**config.mk**
```make
export PLATFORM = sky130hd
export DESIGN_NAME = trap_entry_seq
export DESIGN_NICKNAME = d
export VERILOG_FILES = /design/src/rtl/trap_pkg.sv /design/src/rtl/trap_win_map.sv /design/src/rtl/trap_state_regs.sv /design/src/rtl/trap_seq_fsm.sv /design/src/rtl/trap_entry_seq.sv
export SDC_FILE = /design/constraint.sdc
export NUM_CORES = 1
export LEC_CHECK = 0
export ABC_AREA = 1
export BUFFER_PORTS_ARGS = -buffer_cell sky130_fd_sc_hd__clkbuf_2
export CORE_MARGIN = 1
export CORE_UTILIZATION = 45
export DETAILED_ROUTE_END_ITERATION = 6
export PLACE_DENSITY = 0.79
export SLEW_MARGIN = 5
export SYNTH_ARGS = -nofsm -noshare
export SYNTH_HDL_FRONTEND = slang
export SYNTH_SLANG_ARGS = --single-unit
```
**constraint.sdc**
```tcl
create_clock -name clk -period 2.1 [get_ports clk]
set_clock_uncertainty 0.1 [all_clocks]
set_input_delay 0.63 -clock clk [delete_from_list [all_inputs] [get_ports clk]]
set_output_delay 0.63 -clock clk [all_outputs]
set_load 0.01 [all_outputs]
```
**src/rtl/trap_pkg.sv**
```systemverilog
// Shared types and constants for the trap entry sequencer.
// Assumes a window-relative register numbering of 0..31 where 8..31 are windowed.
package trap_pkg;

    typedef enum logic [1:0] {
        SQ_IDLE   = 2'd0,
        SQ_WR_PC  = 2'd1,
        SQ_WR_NPC = 2'd2
    } seq_state_e;

    localparam int          WIN_STRIDE   = 16;
    localparam logic [4:0]  SLOT_RET_PC  = 5'd17;
    localparam logic [4:0]  SLOT_RET_NPC = 5'd18;
    localparam logic [4:0]  FIRST_WINREG = 5'd8;

endpackage

```
**src/rtl/trap_win_map.sv**
```systemverilog
// Maps a window-relative register index onto the physical register file.
// Assumes NWIN is a power of two, so address wrap is plain truncation.
module trap_win_map #(
    parameter int NWIN = 8,
    localparam int CW  = (NWIN > 1) ? $clog2(NWIN) : 1,
    localparam int AW  = CW + 4
) (
    input  logic [CW-1:0] win,
    input  logic [4:0]    reg_idx,
    output logic [AW-1:0] phys
);
    import trap_pkg::*;

    logic [AW-1:0] base_addr;

    // Window base address: pointer times the window stride.
    always_comb base_addr = {win, 4'b0000};

    // Physical address wraps modulo NWIN*WIN_STRIDE by truncation.
    always_comb phys = base_addr + AW'(reg_idx) - AW'(FIRST_WINREG);

endmodule

```
**src/rtl/trap_state_regs.sv**
```systemverilog
// Holds the window pointer, supervisor/previous-supervisor/trap-enable bits
// and the trap base register. Applies a trap entry or a state load.
// Assumes accept and ld_en are never both high (the sequencer ensures it).
module trap_state_regs #(
    parameter int NWIN = 8,
    parameter int XLEN = 32,
    parameter int TTW  = 8,
    localparam int CW  = (NWIN > 1) ? $clog2(NWIN) : 1,
    localparam int BW  = XLEN - TTW - 4
) (
    input  logic            clk,
    input  logic            rst_n,
    input  logic            accept,
    input  logic [TTW-1:0]  tt,
    input  logic            ld_en,
    input  logic [CW-1:0]   ld_cwp,
    input  logic            ld_sup,
    input  logic            ld_prev_sup,
    input  logic            ld_trap_en,
    input  logic [BW-1:0]   ld_tba,
    input  logic            busy,
    output logic [CW-1:0]   cwp,
    output logic            sup,
    output logic            prev_sup,
    output logic            trap_en,
    output logic [XLEN-1:0] tbr
);
    logic [BW-1:0]  tba_q;
    logic [TTW-1:0] tt_q;

    // Window pointer: decrement with wrap on trap, or load.
    always_ff @(posedge clk) begin
        if (!rst_n)      cwp <= '0;
        else if (accept) cwp <= cwp - CW'(1);
        else if (ld_en)  cwp <= ld_cwp;
    end

    // Processor state bits: save supervisor, force supervisor, drop trap enable.
    always_ff @(posedge clk) begin
        if (!rst_n) begin
            sup      <= 1'b1;
            prev_sup <= 1'b0;
            trap_en  <= 1'b0;
        end else if (accept) begin
            prev_sup <= sup;
            sup      <= 1'b1;
            trap_en  <= 1'b0;
        end else if (ld_en) begin
            sup      <= ld_sup;
            prev_sup <= ld_prev_sup;
            trap_en  <= ld_trap_en;
        end
    end

    // Trap base register fields: base kept on trap, type field overwritten.
    always_ff @(posedge clk) begin
        if (!rst_n) begin
            tba_q <= '0;
            tt_q  <= '0;
        end else if (accept) begin
            tt_q  <= tt;
        end else if (ld_en) begin
            tba_q <= ld_tba;
            tt_q  <= '0;
        end
    end

    // Trap base register view with a zero low nibble.
    always_comb tbr = {tba_q, tt_q, 4'b0000};

    AST_CWP_WRAP: assert property (@(posedge clk) disable iff (!rst_n)
        accept |=> cwp == CW'($past(cwp) - CW'(1)));
    AST_SUP_SAVE: assert property (@(posedge clk) disable iff (!rst_n)
        accept |=> (sup && !trap_en && prev_sup == $past(sup)));
    AST_TBR_FIELD: assert property (@(posedge clk) disable iff (!rst_n)
        accept |=> (tbr[TTW+3:4] == $past(tt) &&
                    tbr[XLEN-1:TTW+4] == $past(tbr[XLEN-1:TTW+4])));
    AST_BUSY_HOLD: assert property (@(posedge clk) disable iff (!rst_n)
        busy |=> ($stable(cwp) && $stable(tbr) && $stable(sup)));

endmodule

```
**src/rtl/trap_seq_fsm.sv**
```systemverilog
// Two-step trap entry sequencer: accepts a trap when idle, captures the
// return PC pair and steps through one register write per cycle.
// Assumes the register file accepts a write every cycle.
module trap_seq_fsm #(
    parameter int XLEN = 32
) (
    input  logic            clk,
    input  logic            rst_n,
    input  logic            trap_req,
    input  logic            ld_req,
    input  logic [XLEN-1:0] cur_pc,
    input  logic [XLEN-1:0] cur_npc,
    output logic            accept,
    output logic            ld_en,
    output trap_pkg::seq_state_e state,
    output logic            busy,
    output logic            done,
    output logic [XLEN-1:0] ret_pc,
    output logic [XLEN-1:0] ret_npc
);
    import trap_pkg::*;

    // Acceptance and load arbitration: only when idle, trap before load.
    always_comb begin
        accept = trap_req && (state == SQ_IDLE);
        ld_en  = ld_req && !trap_req && (state == SQ_IDLE);
    end

    // State progression: idle -> write PC -> write next PC -> idle.
    always_ff @(posedge clk) begin
        if (!rst_n) state <= SQ_IDLE;
        else begin
            unique case (state)
                SQ_IDLE:   if (accept) state <= SQ_WR_PC;
                SQ_WR_PC:  state <= SQ_WR_NPC;
                SQ_WR_NPC: state <= SQ_IDLE;
                default:   state <= SQ_IDLE;
            endcase
        end
    end

    // Return PC pair capture at acceptance.
    always_ff @(posedge clk) begin
        if (!rst_n) begin
            ret_pc  <= '0;
            ret_npc <= '0;
        end else if (accept) begin
            ret_pc  <= cur_pc;
            ret_npc <= cur_npc;
        end
    end

    // Status decode of the state register.
    always_comb begin
        busy = (state != SQ_IDLE);
        done = (state == SQ_WR_NPC);
    end

    AST_TWO_STEP: assert property (@(posedge clk) disable iff (!rst_n)
        (state == SQ_WR_PC) |=> (state == SQ_WR_NPC));
    AST_DONE_PULSE: assert property (@(posedge clk) disable iff (!rst_n)
        done |=> !done);
    AST_ACCEPT_IDLE: assert property (@(posedge clk) disable iff (!rst_n)
        accept |=> (state == SQ_WR_PC));

endmodule

```
**src/rtl/trap_entry_seq.sv**
```systemverilog
// Trap entry sequencer top: state registers, two-cycle write sequence into
// the new window's locals, and fetch redirect to the trap vector.
// Assumes NWIN is a power of two and XLEN >= 16.
module trap_entry_seq #(
    parameter int NWIN = 8,
    parameter int XLEN = 32,
    localparam int TTW = 8,
    localparam int CW  = (NWIN > 1) ? $clog2(NWIN) : 1,
    localparam int AW  = CW + 4,
    localparam int BW  = XLEN - TTW - 4
) (
    input  logic            clk,
    input  logic            rst_n,
    input  logic            trap_req,
    input  logic [TTW-1:0]  trap_type,
    input  logic [XLEN-1:0] cur_pc,
    input  logic [XLEN-1:0] cur_npc,
    input  logic            ld_req,
    input  logic [CW-1:0]   ld_cwp,
    input  logic            ld_sup,
    input  logic            ld_prev_sup,
    input  logic            ld_trap_en,
    input  logic [BW-1:0]   ld_tba,
    output logic            busy,
    output logic            done,
    output logic [XLEN-1:0] new_pc,
    output logic [XLEN-1:0] new_npc,
    output logic [CW-1:0]   cwp,
    output logic            sup,
    output logic            prev_sup,
    output logic            trap_en,
    output logic [XLEN-1:0] tbr,
    output logic            rf_we,
    output logic [AW-1:0]   rf_waddr,
    output logic [XLEN-1:0] rf_wdata
);
    import trap_pkg::*;

    logic                 accept;
    logic                 ld_en;
    seq_state_e           state;
    logic [XLEN-1:0]      ret_pc;
    logic [XLEN-1:0]      ret_npc;
    logic [4:0]           slot;

    trap_seq_fsm #(.XLEN(XLEN)) u_fsm (
        .clk     (clk),
        .rst_n   (rst_n),
        .trap_req(trap_req),
        .ld_req  (ld_req),
        .cur_pc  (cur_pc),
        .cur_npc (cur_npc),
        .accept  (accept),
        .ld_en   (ld_en),
        .state   (state),
        .busy    (busy),
        .done    (done),
        .ret_pc  (ret_pc),
        .ret_npc (ret_npc)
    );

    trap_state_regs #(.NWIN(NWIN), .XLEN(XLEN), .TTW(TTW)) u_state (
        .clk        (clk),
        .rst_n      (rst_n),
        .accept     (accept),
        .tt         (trap_type),
        .ld_en      (ld_en),
        .ld_cwp     (ld_cwp),
        .ld_sup     (ld_sup),
        .ld_prev_sup(ld_prev_sup),
        .ld_trap_en (ld_trap_en),
        .ld_tba     (ld_tba),
        .busy       (busy),
        .cwp        (cwp),
        .sup        (sup),
        .prev_sup   (prev_sup),
        .trap_en    (trap_en),
        .tbr        (tbr)
    );

    // Select the window-relative slot and data for the current write step.
    always_comb begin
        rf_we    = (state == SQ_WR_PC) || (state == SQ_WR_NPC);
        slot     = (state == SQ_WR_NPC) ? SLOT_RET_NPC : SLOT_RET_PC;
        rf_wdata = (state == SQ_WR_NPC) ? ret_npc : ret_pc;
    end

    trap_win_map #(.NWIN(NWIN)) u_map (
        .win    (cwp),
        .reg_idx(slot),
        .phys   (rf_waddr)
    );

    // Fetch redirect target: trap vector and its successor.
    always_comb begin
        new_pc  = tbr;
        new_npc = tbr + XLEN'(4);
    end

    AST_WE_BUSY: assert property (@(posedge clk) disable iff (!rst_n)
        rf_we |-> busy);
    AST_LOCAL_SLOT: assert property (@(posedge clk) disable iff (!rst_n)
        rf_we |-> (rf_waddr[AW-1:4] == cwp &&
                   (rf_waddr[3:0] == 4'd9 || rf_waddr[3:0] == 4'd10)));
    AST_NPC_STEP: assert property (@(posedge clk) disable iff (!rst_n)
        (rf_we && rf_waddr[3:0] == 4'd9) |=> (rf_we && rf_waddr[3:0] == 4'd10));

endmodule

```
==> results of run 1 <==
metal layers:
metal  vias up  share of wire
li1       2241              -
met1      1998           0.42
met2       191           0.50
met3        16          0.064
met4         0          0.015
met5         -              0
registers in the layout, summed over array words and instances (netlist names):
signal / flops
u_state.cwp: 3
u_state.prev_sup: 1
u_state.tba_q: 20
u_state.trap_en: 1
u_state.sup: 1
u_fsm.state: 2
u_fsm.ret_npc: 32
u_state.tt_q: 8
u_fsm.ret_pc: 32
cells in the final DEF, fill, tap and decap left out, types with 10 or more instances in the layout:
| cell type | synthesis | layout |
|---|---|---|
| o21ai_1 | 11 | 11 |
| conb_1 | 2 | 14 |
| a21oi_1 | 13 | 13 |
| nor2_1 | 170 | 170 |
| inv_1 | 13 | 11 |
| clkbuf_2 | 0 | 227 |
| dfxtp_1 | 100 | 99 |
| nand2_1 | 131 | 131 |
| buf_4 | 82 | 10 |
| o21ai_0 | 78 | 78 |
critical path: stages (launching register included):
cell,delay [ps]
dfxtp_2,360
inv_4,50
ha_4,190
inv_8,110
clkbuf_16,150
nand2_1,50
nand2_1,70
clkbuf_2,130
how the worst max path moves through the flow:
| stage | start | to | slack (ps) | cells past startpoint |
|---|---|---|---|---|
| detailed placement | u_fsm.state[0] | rf_wdata[0] | 100 | 7 |
| global placement | u_fsm.state[0] | rf_wdata[0] | 130 | 7 |
| CTS | u_fsm.state[0] | rf_wdata[0] | -130 | 7 |
| floorplan | u_fsm.state[0] | rf_wdata[10] | 10 | 7 |
| finish | u_fsm.state[0] | rf_wdata[24] | -100 | 7 |
| global route | u_fsm.state[0] | rf_wdata[2] | -170 | 7 |
timing repair:
item | in CTS | in global routing
gates resized for setup | 11 | 7
gates cloned | 3 | 2
hold buffers | 0 | 0
endpoints found under the setup margin | 35 | 36
setup buffers | 1 | 1
cells by family after synthesis:
family | synth area share
AOI/OAI and AO/OA | 0.114
adders and majority gates | 0.0137
buffers and inverters | 0.175
DFF | 0.439
other | 0.00165
and+or+nand+nor | 0.256
area by class of cell:
| type | count | share of cell area |
|---|---|---|
| Tap cell | 133 | 0.0292 |
| Multi-Input combinational cell | 430 | 0.319 |
| Clock buffer | 10 | 0.0224 |
| Clock inverter | 6 | 0.0121 |
| Inverter | 15 | 0.0117 |
| Timing Repair Buffer | 250 | 0.254 |
| Sequential cell | 100 | 0.352 |
metrics by stage:
stage | setup TNS, ps | cells | util | instance area (µm²) | hold WS, ps
after floorplan | 0 | 656 | - | 4600 | 355
after global placement | 0 | 922 | 0.545 | 5330 | 363
after detailed placement | 0 | 922 | 0.545 | 5330 | 366
after CTS | -3430 | 942 | 0.578 | 5650 | 371
after global routing | -4780 | 944 | 0.582 | 5690 | 385
final | -2140 | 944 | 0.582 | 5690 | 375
where the power goes:
part	leakage, nW	internal (mW)	switching (mW)
clock	0.0977	0.564	0.688
sequential	0.825	2.15	0.171
combinational	2.10	0.672	0.917
==> impl_metrics.json, run 1 <==
{
  "synthArstFlopShare": 0,
  "cts_made_buffers": 9,
  "hp-start": "u_state.trap_en",
  "status": "complete, but fails checks",
  "areaGrowthSynthToFinish_pct": 24.9,
  "die_h_um": 103,
  "cts-root-buf": "clkbuf_8",
  "relSlewSlack": 0.618,
  "num_antenna_cells": 0,
  "grt_pass1_wl_um": 18300,
  "yosysMostFrequentCell": "nor2_1",
  "gp_congestion": 0.809,
  "whs_path_depth": 2,
  "drtIter0Drc": 168,
  "grt_pass1_vias": 3801,
  "setup_viol": 32,
  "dpl_worst_slack_ps": 98.8,
  "ff_latch_area_um2": 2000,
  "dp_hpwl_um": 8250,
  "clk_pin_slew_worst_paths_ps": 100,
  "drc": 0,
  "syn_inst": 644,
  "use_met1": 0.284,
  "power_density_nw_per_um2": 908,
  "totalWireLength_um": 12200,
  "peakVddDrop_mv": 0.442,
  "fin_ws_ps": -98.1,
  "synth-seq-cells": 100,
  "nets": 913,
  "finalCritPeriodShare": 1.05,
  "synth-edff-count": 0,
  "ys_seq_area_frac": 0.439,
  "fmax_mhz": 455,
  "gr-usage-met2": 0.378,
  "rrSetupSlack_ps": 240,
  "yosysTopAreaCell": "dfxtp_1",
  "drv_slew": 0,
  "antenna_found_initial": 0,
  "fin_crit_ps": 2200,
  "grt_start_max_net_pins": 65,
  "clk_latency_ps": 350,
  "cts_tree": "built",
  "overflow": 0,
  "drtAntennaViolNets": 0,
  "cts_num_sinks": 100,
  "synth_commonest_cells": "nor2_1 (170), nand2_1 (131), dfxtp_1 (100)",
  "tightest_slew_ps": 574,
  "hold_end": "u_state.trap_en",
  "post_drt_wl_per_cell_um": 12.9,
  "rsz0062_at_grt": "true",
  "finalHoldViolations": 0,
  "holdCritPathClass": "flip-flop to flip-flop",
  "met3_usage": 0.0366,
  "fill_cells": 984,
  "yosysWarnings": 0,
  "die_w_um": 103,
  "rows": 36,
  "syn-cell-area_um2": 4560,
  "rr_worst_depth": 7,
  "busiest_layer": "met2",
  "multi_input_area_um2": 1820,
  "leakagePower_nw": 3.02,
  "ys_top_cells_by_area": "dfxtp_1 (44%), nor2_1 (14%), buf_4 (14%), nand2_1 (11%), o21ai_0 (8.6%)",
  "crit_type": "flip-flop to output port",
  "drive_above_1_share": 0.338,
  "netlist.area_leader.share": 0.439,
  "r2r_end": "u_fsm.ret_npc[17]",
  "synthFlopType": "dfxtp_1",
  "ios": 246,
  "ys_types": 19,
  "start_util": 0.466,
  "first_pass_iters": 5,
  "syn_avg_cell_area_um2": 7.07,
  "startpoint_type": "flip-flop",
  "core-area_um2": 9770,
  "cp_max_fo": 5,
  "finalPower_mw": 5.17,
  "ctsHtreeMaxLevel": 3,
  "cp-end-kind": "output port",
  "cp.arrival_ps": 1470,
  "cap_violations": 0,
  "worstPathRequired_ps": 1370,
  "viasPerCell": 4.71,
  "vias": 4446,
  "portBuffers": 231,
  "fp.dieArea_um2": 10500,
  "r2r-start": "u_fsm.state[0]",
  "grtUsageTotal": 0.224,
  "clk_path_buf_depth": 2,
  "violations": "negative setup slack"
}
Power figures use the tool's default switching activity.
==> run 2, diff against run 1 <==
Settings changed: BUFFER_PORTS_ARGS -buffer_cell sky130_fd_sc_hd__clkbuf_2 to -buffer_cell sky130_fd_sc_hd__buf_2, CORE_UTILIZATION 45 to 46, CTS_BUF_LIST from default to sky130_fd_sc_hd__clkbuf_8, PLACE_DENSITY 0.79 to 0.81.
==> run 2 against run 1 <==
  * The flow still finishes with violations (negative setup slack)
  * Final area is 5.7% higher
  * Critical path type unchanged
  * Setup slack got worse by 5.9 ps
  * Power is 4.1% higher
  * Register-to-register slack got worse by 40 ps
  * Sequential cell count did not move
  * Cell count down 0.11%
  * Routed wire length is 0.58% lower
  * Highest routed layer unchanged
  * Die area down 2.1%
  * Maximum frequency is 0.27% lower
  * Hold slack better by 4.4 ps
  * Via count hardly changed
==> impl_metrics.json, run 2 (synthesis results as in run 1) <==
{
  "busiest_layer": "met2",
  "cts_tree": "built",
  "startpoint_type": "flip-flop",
  "cp_slowest_cell": "dfxtp_2",
  "reg_top3": "u_fsm.ret_npc x32, u_fsm.ret_pc x32, u_state.tba_q x20",
  "cts_num_sinks": 100,
  "cp-end-kind": "output port",
  "totalWireLength_um": 12100,
  "core-area_um2": 9420,
  "die_h_um": 102,
  "pwr-share-comb": 0.330,
  "finalCritPeriodShare": 1.05,
  "clock_power_share": 0.234,
  "die_w_um": 102,
  "finalNonFillerCells": 943,
  "fmax_mhz": 454,
  "grt_pass1_vias": 3898,
  "cp.arrival_ps": 1470,
  "start_util": 0.484,
  "crit_type": "flip-flop to output port",
  "fp.dieArea_um2": 10300,
  "worstPathRequired_ps": 1370,
  "peakVddDrop_mv": 0.467,
  "cts_made_buffers": 9,
  "rsz0062_at_grt": "true",
  "cts-root-buf": "clkbuf_8",
  "clk_path_buf_depth": 2,
  "most-common-layout-cells": "buf_2 (222), nor2_1 (170), dfxtp_1 (99), nand2_1 (89), o21ai_0 (78)",
  "gr-usage-met2": 0.394,
  "setup_tns_ps": -2790,
  "clk_latency_ps": 340,
  "status": "complete, but fails checks",
  "first_pass_iters": 6,
  "power_frac_seq": 0.437,
  "ios": 246,
  "clk_pin_slew_worst_paths_ps": 90,
  "finalHoldViolations": 0,
  "ff_latch_area_um2": 2000,
  "num_antenna_cells": 0,
  "drtAntennaViolNets": 0,
  "critPathBufInv": 5,
  "overflow": 0,
  "grt_pass1_wl_um": 18400,
  "fin_crit_ps": 2200,
  "cap_violations": 0,
  "multi_input_area_um2": 1990,
  "crit_path_frequent_cell": "nand2_1",
  "drc": 0,
  "use_met1": 0.285,
  "leakagePower_nw": 3.18,
  "drv_slew": 0,
  "vias": 4447,
  "violations": "negative setup slack",
  "areaGrowthSynthToFinish_pct": 32.0,
  "fin_ws_ps": -104,
  "grt_start_max_net_pins": 89,
  "power_density_nw_per_um2": 894,
  "gp_congestion": 0.783,
  "fill_cells": 846,
  "holdCritPathClass": "flip-flop to flip-flop",
  "cp_cell_sequence": "inv_2, ha_4, inv_6, buf_8, buf_16, nand2_1, nand2_1, buf_2",
  "internal-power_mw": 3.55,
  "drtIter0Drc": 197,
  "ctsHtreeMaxLevel": 3,
  "viasPerCell": 4.72,
  "p_switching_mw": 1.83,
  "met3_usage": 0.0338,
  "hold_buffers": 0,
  "mostFrequentLayoutCell": "buf_2",
  "dp_hpwl_um": 7900,
  "drive_above_1_share": 0.392,
  "cp_max_fo": 8,
  "portBuffers": 231,
  "sw_frac_of_total": 0.340,
  "rows": 35,
  "place_inst": 916,
  "post_drt_wl_per_cell_um": 12.8,
  "nets": 916,
  "antenna_found_initial": 0,
  "grtUsageTotal": 0.228,
  "cpPeakStageDelay_ps": 330,
  "setup_viol": 34,
  "crit_family": "buffers and inverters"
}
## run 2: final timing paths
kind / end / depth (start not counted) / startpoint / slack [ps]
hold reg to reg: u_state.trap_en / 2 / u_state.trap_en / 380
hold / removal: u_state.trap_en / 2 / u_state.trap_en / 380
setup reg to reg: u_fsm.ret_npc[17] / 8 / u_fsm.state[0] / 200
setup / recovery: rf_wdata[19] / 8 / u_fsm.state[0] / -100
## run 2: through the flow
stage	hold slack, ps	power [mW]	util	area, µm²	worst slack, ps
2_1_floorplan	355	3.39	-	4600	13.2
3_3_place_gp	360	3.79	0.564	5310	223
3_5_place_dp	361	3.81	0.564	5310	194
4_1_cts	371	5.29	0.617	5810	-113
5_1_grt	379	5.71	0.639	6010	-181
6_report	380	5.38	0.639	6010	-104
## run 2: power by group through the flow
stage,clock (mW),combinational (mW),sequential (mW)
6_report,1.26,1.77,2.35
3_5_place_dp,0,1.45,2.36
3_3_place_gp,0,1.44,2.35
2_1_floorplan,0,1.04,2.35
4_1_cts,1.30,1.66,2.33
5_1_grt,1.37,1.97,2.38
## run 2: routing by layer
layer	vias to the layer above	routed length [µm]
met4	0	224
met3	17	755
met5	-	0
li1	2249	-
met1	1998	5110
met2	183	6010
## run 2: area by class of cell
type	count	area share
flip-flops and latches	100	0.333
multi-input cells	430	0.331
repair buffers	253	0.264
well taps	129	0.0268
clock buffers	10	0.0229
clock inverters	6	0.0119
inverters	15	0.0102
## run 2: worst min-delay path: stages, from the launching register on
cell,delay (ps)
dfxtp_1,320
nand2_1,60
a21boi_0,70
## run 2: timing repair
item                                    4_1_cts  5_1_grt
buffers inserted                              4        1
gates cloned                                  5        1
endpoints found under the setup margin       34       37
resized for setup                            46       42
pin swaps                                     1        1
